`config.mk`:
```
export PLATFORM = sky130hd
export DESIGN_NAME = sgn_asc_unit
export DESIGN_NICKNAME = d
export VERILOG_FILES = /design/src/rtl/sgn_asc_pkg.sv /design/src/rtl/sgn_asc_addsub.sv /design/src/rtl/sgn_asc_cmp.sv /design/src/rtl/sgn_asc_outreg.sv /design/src/rtl/sgn_asc_unit.sv
export SDC_FILE = /design/constraint.sdc
export NUM_CORES = 1
export LEC_CHECK = 0
export BUFFER_PORTS_ARGS = -buffer_cell sky130_fd_sc_hd__buf_2
export CORE_AREA = 2 2 77 79
export DETAILED_ROUTE_END_ITERATION = 16
export DIE_AREA = 0 0 79 81
export PLACE_DENSITY = 0.68
export SETUP_SLACK_MARGIN = 0.3
export SYNTH_ARGS = -nofsm -noshare
export SYNTH_HDL_FRONTEND = slang
export SYNTH_HIERARCHICAL = 1
export SYNTH_SLANG_ARGS = --single-unit
```
`constraint.sdc`:
```
create_clock -name clk -period 3.5 [get_ports clk]
set_clock_uncertainty 0.2 [all_clocks]
set_input_delay 0.175 -clock clk [delete_from_list [all_inputs] [get_ports clk]]
set_output_delay 0.175 -clock clk [all_outputs]
set_load 0.02 [all_outputs]
```
`src/rtl/sgn_asc_pkg.sv`:
```
package sgn_asc_pkg;

  typedef enum logic [1:0] {
    OP_ADD = 2'b00,
    OP_SUB = 2'b01,
    OP_CMP = 2'b10,
    OP_RSV = 2'b11
  } asc_op_e;

  localparam logic [1:0] CC_EQ = 2'b00;
  localparam logic [1:0] CC_LT = 2'b01;
  localparam logic [1:0] CC_GT = 2'b10;

endpackage

```
`src/rtl/sgn_asc_addsub.sv`:
```
module sgn_asc_addsub #(
  parameter int W = 16
) (
  input  logic [W-1:0] a,
  input  logic [W-1:0] b,
  input  logic         sub,
  output logic [W-1:0] sum,
  output logic         ovf
);
  localparam int MSB = W - 1;

  // wrapped sum with carry-in; the carry beyond MSB is not kept
  function automatic logic [W-1:0] wrap_add(input logic [W-1:0] x,
                                            input logic [W-1:0] y,
                                            input logic         ci);
    return x + y + {{(W-1){1'b0}}, ci};
  endfunction

  // overflow from sign bits: like-signed inputs, result sign flipped
  function automatic logic sign_ovf(input logic sx, input logic sy,
                                    input logic sr);
    return (sx == sy) && (sr != sx);
  endfunction

  logic [W-1:0] b_eff;

  assign b_eff = sub ? ~b : b;
  assign sum   = wrap_add(a, b_eff, sub);
  assign ovf   = sign_ovf(a[MSB], b_eff[MSB], sum[MSB]);

endmodule

```
`src/rtl/sgn_asc_cmp.sv`:
```
module sgn_asc_cmp
  import sgn_asc_pkg::*;
#(
  parameter int W = 16
) (
  input  logic [W-1:0] a,
  input  logic [W-1:0] b,
  output logic [1:0]   code,
  output logic         eq,
  output logic         lt,
  output logic         gt
);
  localparam logic [W-1:0] BIAS = {1'b1, {(W-1){1'b0}}};

  // shift the signed range onto the unsigned range
  function automatic logic [W-1:0] add_bias(input logic [W-1:0] x);
    return x + BIAS;
  endfunction

  logic [W-1:0] ua;
  logic [W-1:0] ub;

  assign ua = add_bias(a);
  assign ub = add_bias(b);
  assign eq = (ua == ub);
  assign lt = (ua < ub);
  assign gt = (ua > ub);

  always_comb begin
    if (gt)      code = CC_GT;
    else if (lt) code = CC_LT;
    else         code = CC_EQ;
  end

endmodule

```
`src/rtl/sgn_asc_outreg.sv`:
```
module sgn_asc_outreg #(
  parameter int W = 16
) (
  input  logic         clk,
  input  logic         rst_n,
  input  logic         load,
  input  logic [W-1:0] d_res,
  input  logic         d_ovf,
  input  logic [1:0]   d_code,
  output logic         q_valid,
  output logic [W-1:0] q_res,
  output logic         q_ovf,
  output logic [1:0]   q_code
);

  always_ff @(posedge clk) begin
    if (!rst_n) begin
      q_valid <= 1'b0;
      q_res   <= '0;
      q_ovf   <= 1'b0;
      q_code  <= 2'b00;
    end else begin
      q_valid <= load;
      if (load) begin
        q_res  <= d_res;
        q_ovf  <= d_ovf;
        q_code <= d_code;
      end
    end
  end

endmodule

```
`src/rtl/sgn_asc_unit.sv`:
```
module sgn_asc_unit
  import sgn_asc_pkg::*;
#(
  parameter int W = 16
) (
  input  logic         clk,
  input  logic         rst_n,
  input  logic         in_valid,
  input  logic [1:0]   op,
  input  logic [W-1:0] opnd_a,
  input  logic [W-1:0] opnd_b,
  output logic         out_valid,
  output logic [W-1:0] result,
  output logic         ovf_flag,
  output logic [1:0]   cmp_code
);

  asc_op_e      op_e;
  logic         is_sub;
  logic [W-1:0] as_sum;
  logic         as_ovf;
  logic [1:0]   cmp_code_w;
  logic         cmp_eq;
  logic         cmp_lt;
  logic         cmp_gt;
  logic [W-1:0] nxt_res;
  logic         nxt_ovf;
  logic [1:0]   nxt_code;

  assign op_e   = asc_op_e'(op);
  assign is_sub = (op_e == OP_SUB);

  sgn_asc_addsub #(.W(W)) u_addsub (
    .a   (opnd_a),
    .b   (opnd_b),
    .sub (is_sub),
    .sum (as_sum),
    .ovf (as_ovf)
  );

  sgn_asc_cmp #(.W(W)) u_cmp (
    .a    (opnd_a),
    .b    (opnd_b),
    .code (cmp_code_w),
    .eq   (cmp_eq),
    .lt   (cmp_lt),
    .gt   (cmp_gt)
  );

  always_comb begin
    nxt_res  = '0;
    nxt_ovf  = 1'b0;
    nxt_code = CC_EQ;
    case (op_e)
      OP_ADD, OP_SUB: begin
        nxt_res = as_sum;
        nxt_ovf = as_ovf;
      end
      OP_CMP:  nxt_code = cmp_code_w;
      default: ;
    endcase
  end

  sgn_asc_outreg #(.W(W)) u_outreg (
    .clk     (clk),
    .rst_n   (rst_n),
    .load    (in_valid),
    .d_res   (nxt_res),
    .d_ovf   (nxt_ovf),
    .d_code  (nxt_code),
    .q_valid (out_valid),
    .q_res   (result),
    .q_ovf   (ovf_flag),
    .q_code  (cmp_code)
  );

endmodule

```
Yosys cells after proc, flatten, opt, wreduce, memory -nomap -nowiden --
Index checks and enable logic that the tools add are counted.
Storage, ports and cells: output and inout bits 20, word-level logic and storage cells 24, flip-flop bits (word level) 20, input port bits 37
Operators by class: add/subtract/negate cells 4, bitwise operators 1, reduce and logical (&&, ||, !) cells 3, muxes and demuxes 6, equality and inequality tests 4, $lt $le $gt $ge 2
Operators with widths (count):
- $add 16x16->16 const B | 2
- $mux 16 | 2
- $add 16x1->16 | 1
- $add 16x16->16 | 1
- $gt 16x16->1 | 1
- $lt 16x16->1 | 1
- $not 16->16 | 1
- $mux 2 | 2
- $eq 2x1->1 const B | 1
- $eq 2x2->1 const B | 1
- $logic_not 2->1 | 1
- $mux 1 | 2
- $reduce_or 2->1 | 1
- $eq 1x1->1 | 1
- $logic_and 1x1->1 | 1
- $ne 1x1->1 | 1

Logic depth before layout (Yosys ltp) --
Gate-level depths: netlist of the first run.
word-level depth 7, gate-level depth with buffers 15, depth with buffers taken out 12

By module --
Netlist of the first run, hierarchy kept.
By module, submodules not included:
- sgn_asc_addsub | sequential area each 0.0 µm², cells each 133, instances 1, area each 989.7 µm²
- sgn_asc_outreg | sequential area each 400.4 µm², cells each 63, instances 1, area each 745.7 µm²
- sgn_asc_cmp | sequential area each 0.0 µm², cells each 60, instances 1, area each 427.9 µm²
- sgn_asc_unit | sequential area each 0.0 µm², cells each 22, instances 1, area each 142.6 µm²

Least setup slack after synthesis of the first run --
No wires, ideal clock.
path kind input -> register, start point input port op[1], end point register u_outreg.q_res[14], cell stages on the path 15, buffers on the path 4, required time 3.235 ns, data arrival time 2.530 ns, setup time 0.065 ns, slack 0.705 ns, cells stage by stage buf_2 > nor2b_1 > buf_4 > buf_2 > xor2_1 > ha_1 > and2_1 > buf_2 > a21o_1 > o32a_1 > o21ai_1 > xnor2_1 > nor2b_1 > mux2i_1 > nor2b_1
On the way: cells in the longest elaborated chain, start to end 5, elaborated cells on any way between the ends 7, classes of those cells 2 x add/sub; 1 x eq/ne; 2 x mux; 2 x reduce/logical
Ends and longest elaborated chain:
- start: declaration | RTL line sgn_asc_unit.sv:9 | input logic [1:0] op,
- $eq 2x1->1 * | RTL line sgn_asc_unit.sv:31 | assign is_sub = (op_e == OP_SUB);
- net is_sub | RTL line sgn_asc_unit.sv:19 | logic is_sub;
- $mux 16 | RTL line sgn_asc_addsub.sv:27 | assign b_eff = sub ? ~b : b;
- $add 16x16->16 | RTL line sgn_asc_addsub.sv:16 | return x + y + {{(W-1){1'b0}}, ci};
- $add 16x1->16 * | RTL line sgn_asc_addsub.sv:16
- net as_sum[14] | RTL line sgn_asc_unit.sv:20 | logic [W-1:0] as_sum;
- $mux 16 * | RTL line sgn_asc_unit.sv:54 | case (op_e)
- net nxt_res[14] | RTL line sgn_asc_unit.sv:26 | logic [W-1:0] nxt_res;
- end signal: assignment | RTL line sgn_asc_outreg.sv:25 | q_res <= d_res;
- end: declaration | RTL line sgn_asc_outreg.sv:11 | output logic [W-1:0] q_res,
The timed path passes the listed nets; every way through them passes the cells marked *. A chain may end at the register's enable or synchronous reset.

Final worst setup path of the first run --
start point input port op[1], end point register u_outreg.q_res[8]
Same word-level chain as after synthesis.

==> impl_metrics.yaml, run 1 <==
final_layout:
  fin_nets: 396
  layout-area-overhead-vs-synth_pct: 15.1
  fillCellCount: 569
  multi_input_area_um2: 1730
  layout_commonest_cell: "buf_2"
  layout-drive-gt1-share_pct: 21.2
  register_area_um2: 400
  finish.utilization_pct: 46.8
  final_cell_mix: "buf_2 (56), nor2b_1 (40), ha_1 (31)"
  diodes: 0
floorplan:
  rows: 28
  io_pins: 57
  die_area_um2: 6400
  die_y_um: 81
  die_w_um: 79
  core-area_um2: 5680
  start_util_pct: 40.6
status:
  run_status: "complete, no violations"
synthesis:
  ys_seq_area_share_pct: 17.4
  yosys-top-cells-area: "dfxtp_1 (17%), ha_1 (17%), nor2b_1 (11%)"
  synth_area_um2: 2310
  synth_edf_count: 0
  ys_ff_latch: 20
  ys_types: 50
  yosysTopAreaCell: "dfxtp_1"
  syn_nets: 347
  synth_warnings: 6
  synth.top_cell.area_share_pct: 17.4
  ys.flop_type: "dfxtp_1"
  synth-async-reset-ratio_pct: 0
  syn_inst: 278
  synth_area_per_cell_um2: 8.29
clock_tree:
  cts-buffers-inserted: 3
  cts_tree: "yes"
  postCtsSetupRepairBufs: 0
  cts_buffer_depth: 2
  clk_pin_slew_ps: 70
  insertion_delay_ps: 250
  htreeDepth: 1
  cts.sinks: 20
  cts_root_buf: "clkbuf_8"
  ctsHoldBuffers: 0
  cts_resized: 0
worst_setup_path:
  worstSetupPathType: "input port to register"
  cp.arrival_ps: 2780
  critPathCaptureType: "register"
  cp.required_ps: 3490
  worstSetupStartpointType: "input port"
  critPathMaxFanout: 16
detailed_routing:
  first_iter_violations: 105
  routed_wl_mm: 4.97
  ant_nets: 0
  post_drt_wl_per_cell_um: 12.4
  drtPass1Iterations: 4
  drc_errors: 0
  num_vias: 1980
  vias_per_cell: 4.94
sta:
  hold_violations: 0
  finalWorstPathRequiredPeriod_ps: 2790
  fmax_mhz: 359
  hold_slack_ps: 119
  rsz0062_at_grt: "false"
  fin_crit_sh_pct: 79.6
  worst_pin_slew_ps: 545
  fin_setup_tns_ps: 0
  maxSlewHeadroom_pct: 63.7
  setup_viol: 0
  finalMaxSlewViolations: 0
power_and_ir_drop:
  ir_drop_mv: 0.173
  pwr-share-seq_pct: 29.1
  p_sw_share_pct: 37.1
  power_frac_comb_pct: 51.0
  p_leak_uw: 0.00133
  p_sw_uw: 322
  power_frac_clock_pct: 19.9
  powerDensity_nw_per_um2: 327
  cellInternalPower_uw: 547
grt:
  first_global_vias: 1797
  grt_overflow: 0
  grt_pass1_wl_mm: 8.24
  grt_usage_pct: 15.8
  antenna_found_initial: 0
  grt_start_max_net_pins: 21
flow_run:
  maxCapViolCount: 0
placement:
  io_buffer_count: 56
  gp_congestion: 0.846
  dp_hpwl_mm: 4.26
min_path:
  min_path_type: "input port to register"
[worst max-delay path, stage by stage]
cell and delay, ps:
buf_2 120, nor2b_1 120, buf_4 280, xor2_1 220
inv_1 80, fa_1 430, nor2b_1 170, o21bai_1 110
a31oi_1 370, a21boi_1 140, xnor2_1 200, nor2b_1 160
mux2i_1 80, nor2b_1 120
[synth_stat cells (all sizes together) (3+ instances only)]
| library cell | count |
|---|---|
| nor2 | 9 |
| inv | 21 |
| ha | 31 |
| a21o | 3 |
| nand2 | 13 |
| a21oi | 20 |
| dfxtp | 20 |
| xnor2 | 9 |
| buf | 12 |
| nor2b | 40 |
| nand4 | 4 |
| o211ai | 3 |
| mux2i | 21 |
| a31oi | 3 |
| o21ai | 9 |
| nand3 | 4 |
| and2 | 5 |
| xor2 | 19 |
| a211oi | 3 |
[cell families (layout without fill, tap and decap cells)]
| family | count (synthesis) | in the layout | share of synthesized area (%) |
|---|---|---|---|
| adder cells (fa/ha/maj) | 32 | 32 | 17.7 |
| buffers and inverters | 35 | 83 | 7.54 |
| AND/OR/NAND/NOR | 88 | 88 | 21.9 |
| XOR/XNOR | 28 | 28 | 10.6 |
| AO/OA/AOI/OAI | 54 | 54 | 15.6 |
| multiplexers | 21 | 21 | 9.28 |
| flip-flops | 20 | 20 | 17.4 |
[sequential cells by signal (all words and copies together) (netlist names)]
name and flops:
u_outreg/q_res 16, u_outreg/q_code 2, u_outreg/q_valid 1, u_outreg/q_ovf 1
[per-layer routing]
metal  vias to the layer above  share of wire (%)  routed length [um]  global-route usage (%)
met5                         -                  0                   0                       0
met4                         0               0.56                  28                    3.62
met3                         2                5.4                 271                    1.11
met2                        53                 43                2120                    25.6
met1                       868                 51                2560                    23.0
li1                       1057                  -                   -                       -
[worst paths after layout]
kind	startpoint	endpoint	slack (ps)	depth (start not counted)
min	rst_n	u_outreg/q_res[6]$_SDFFE_PN0P_	120	2
max	op[1]	u_outreg/q_res[8]$_SDFFE_PN0P_	710	14
min reg2reg	u_outreg/q_res[8]$_SDFFE_PN0P_	u_outreg/q_res[8]$_SDFFE_PN0P_	320	2
max reg2reg	u_outreg/q_res[4]$_SDFFE_PN0P_	u_outreg/q_res[4]$_SDFFE_PN0P_	2680	2
[power by group through the flow]
stage,sequential [uW],combinational (uW),clock (uW)
final,253,443,173
after global routing,256,495,185
after CTS,254,444,177
after detailed placement,259,442,0
after global placement,258,436,0
after floorplan,280,323,0
[area by class of cell]
cell class | count | share of cell area, %
Clock buffer | 4 | 2.07
Inverter | 21 | 2.97
Timing Repair Buffer | 58 | 11.1
Sequential cell | 20 | 15.1
Multi-Input combinational cell | 223 | 65.2
Tap cell | 75 | 3.53
[per-stage QoR]
| stage | power, uW | setup slack, ps | area, um2 | instances |
|---|---|---|---|---|
| 3_3_place_gp | 694 | 504 | 2600 | 397 |
| 5_1_grt | 936 | 426 | 2660 | 401 |
| 2_1_floorplan | 602 | 705 | 2310 | 278 |
| 4_1_cts | 874 | 725 | 2660 | 401 |
| 6_report | 869 | 713 | 2660 | 401 |
| 3_5_place_dp | 701 | 467 | 2600 | 397 |
No activity file was read; power rests on OpenSTA's default activity.
==> run 2, diff against run 1 <==
clock period = 2.6 ns   (was 3.5 ns; I/O delays follow)
==> run 2 against run 1 <==
  * Sequential cell count did not move
  * Hold slack got worse by 34 ps
  * Register-to-register slack got worse by 900 ps
  * Global-route usage rose by 1.0 points
  * Largest power group unchanged
  * Critical path depth did not move
  * Wire length rose by 13%
  * Total power rose by 52%
  * Final area rose by 17%
  * Sequential share of layout area fell by 2.2 points
  * First-iteration DRC count fell by 3.8%
  * Non-clock buffer count rose by 31
  * Critical endpoint is now u_outreg/q_ovf$_SDFFE_PN0P_
  * Highest routed layer unchanged
  * Via count rose by 11%
==> impl_metrics.yaml, run 2 (same netlist as run 1, synthesis figures left out) <==
floorplan:
  die_y_um: 81
  start_util_pct: 40.6
  rows: 28
  core-area_um2: 5680
  io_pins: 57
  die_w_um: 79
  die_area_um2: 6400
min_path:
  min_path_type: "input port to register"
  worstHoldEndpoint: "u_outreg/q_res[0]$_SDFFE_PN0P_"
  min_from: "rst_n"
  hold_depth: 2
final_layout:
  layout_commonest_cell: "buf_2"
  multi_input_area_um2: 1910
  regMostFlops: "u_outreg/q_res"
  final_cell_mix: "buf_2 (54), nor2b_1 (36), ha_1 (31)"
  top_regs: "u_outreg/q_res x16, u_outreg/q_code x2"
  layout-area-overhead-vs-synth_pct: 35.1
  register_area_um2: 400
  diodes: 0
  largest_reg_flops: 16
  instances_no_fill: 431
  fillCellCount: 533
  layout-drive-gt1-share_pct: 36.5
  fin_nets: 427
placement:
  dp_hpwl_mm: 4.41
  place_inst: 419
  io_buffer_count: 56
  pre_cts_slack_ps: -134
  gp_congestion: 0.870
grt:
  grt_usage_pct: 16.9
  first_global_vias: 2043
  grt_start_max_net_pins: 21
  grt_overflow: 0
  antenna_found_initial: 0
  grt_pass1_wl_mm: 8.74
sta:
  maxSlewHeadroom_pct: 60.4
  fin_crit_sh_pct: 91.9
  fmax_mhz: 419
  setup_viol: 0
  timing.final.ws_setup_ps: 211
  hold_violations: 0
  rsz0062_at_grt: "true"
  hold_slack_ps: 85.8
  worst_pin_slew_ps: 594
  finalWorstPathRequiredPeriod_ps: 2390
  finalMaxSlewViolations: 0
power_and_ir_drop:
  p_leak_uw: 0.00155
  ir_drop_mv: 0.216
  powerDensity_nw_per_um2: 424
clock_tree:
  insertion_delay_ps: 250
  ctsHoldBuffers: 0
  cts_tree: "yes"
  cts.sinks: 20
  cts_buffer_depth: 2
  clk_pin_slew_ps: 70
  cts-buffers-inserted: 3
  htreeDepth: 1
  cts_root_buf: "clkbuf_8"
worst_setup_path:
  timing.rr.end: "u_outreg/q_res[4]$_SDFFE_PN0P_"
  cpMostUsedCell: "mux2i_1"
  regToRegStartpoint: "u_outreg/q_res[4]$_SDFFE_PN0P_"
  cp.required_ps: 2550
  path_cells: "buf_6 > nor2b_4 > buf_12 > buf_16 > xor2_1 > ha_1 > and2_4 > a21oi_2 > or3b_1 > o311a_1 > mux2i_1 > nor2b_2 > mux2i_1 > nor2b_1"
  r2r_slack_ps: 1780
  critPathMaxFanout: 6
  worstRegToRegCells: 2
  cp.arrival_ps: 2340
  worstSetupPathType: "input port to register"
  max_stage_delay_ps: 350
  cpMaxStageDelayCell: "or3b_1"
  critPathCaptureType: "register"
  worstSetupStartpointType: "input port"
detailed_routing:
  first_iter_violations: 101
  drtPass1Iterations: 4
  ant_nets: 0
  vias_per_cell: 5.11
  routed_wl_mm: 5.60
  drc_errors: 0
  post_drt_wl_per_cell_um: 13.0
  num_vias: 2201
flow_run:
  maxCapViolCount: 0
status:
  run_status: "complete, no violations"
==> run 2: cell types whose count changed in the layout (fill, tap and decap cells not counted), sizes merged <==
cell / previous run / this run
clkbuf: 4 / 3
buf: 58 / 89
==> run 2: final cells by class <==
| type | count | share of cell area, % |
|---|---|---|
| Sequential cell | 20 | 12.9 |
| Clock buffer | 3 | 1.33 |
| Timing Repair Buffer | 89 | 18.9 |
| Inverter | 21 | 2.53 |
| Tap cell | 75 | 3.01 |
| Multi-Input combinational cell | 223 | 61.4 |
==> run 2: timing repair <==
item                                   4_1_cts  5_1_grt
gates resized for setup                     23       14
gates cloned                                 1        0
pin swaps                                   13       12
endpoints found under the hold margin        0        0
buffers inserted                             7        1
setup endpoints to repair                    9       10
==> run 2: per-layer routing <==
layer,up-vias,global-route usage (%),share of wire (%)
met5,-,0,0
met4,0,6.21,1.3
met3,6,1.44,3.5
met2,46,30.6,48
met1,1021,20.8,47
li1,1128,-,-
==> run 2: critical path, delay by kind of cell <==
| family | cells | cell delay [ps] |
|---|---|---|
| compound gates | 2 | 240 |
| fa+ha+maj | 1 | 330 |
| xor+xnor | 1 | 150 |
| mux | 2 | 260 |
| simple gates | 5 | 890 |
| buf+inv | 3 | 340 |
==> run 2: worst max path at each step <==
| stage | slack [ps] | from | cells past startpoint | to |
|---|---|---|---|---|
| after floorplan | 50 | op[1] | 15 | u_outreg/q_res[14]$_SDFFE_PN0P_ |
| after global placement | -60 | op[0] | 12 | u_outreg/q_ovf$_SDFFE_PN0P_ |
| after detailed placement | -130 | op[0] | 14 | u_outreg/q_res[13]$_SDFFE_PN0P_ |
| after CTS | 250 | op[0] | 14 | u_outreg/q_res[15]$_SDFFE_PN0P_ |
| after global routing | 100 | op[0] | 14 | u_outreg/q_ovf$_SDFFE_PN0P_ |
| final | 210 | op[0] | 14 | u_outreg/q_ovf$_SDFFE_PN0P_ |
==> run 2: power by group <==
part	switching (uW)	internal (uW)
sequential	10.7	330
combinational	388	395
clock	95.8	103
==> run 2: through the flow <==
step	TNS, ps	cell area [um2]	utilization, %	power, uW
after global placement	-361	2810	49.5	1010
after CTS	0	3040	53.5	1300
after detailed placement	-766	2810	49.5	1020
final	0	3120	54.9	1320
after floorplan	0	2360	-	830
after global routing	0	3120	54.9	1410
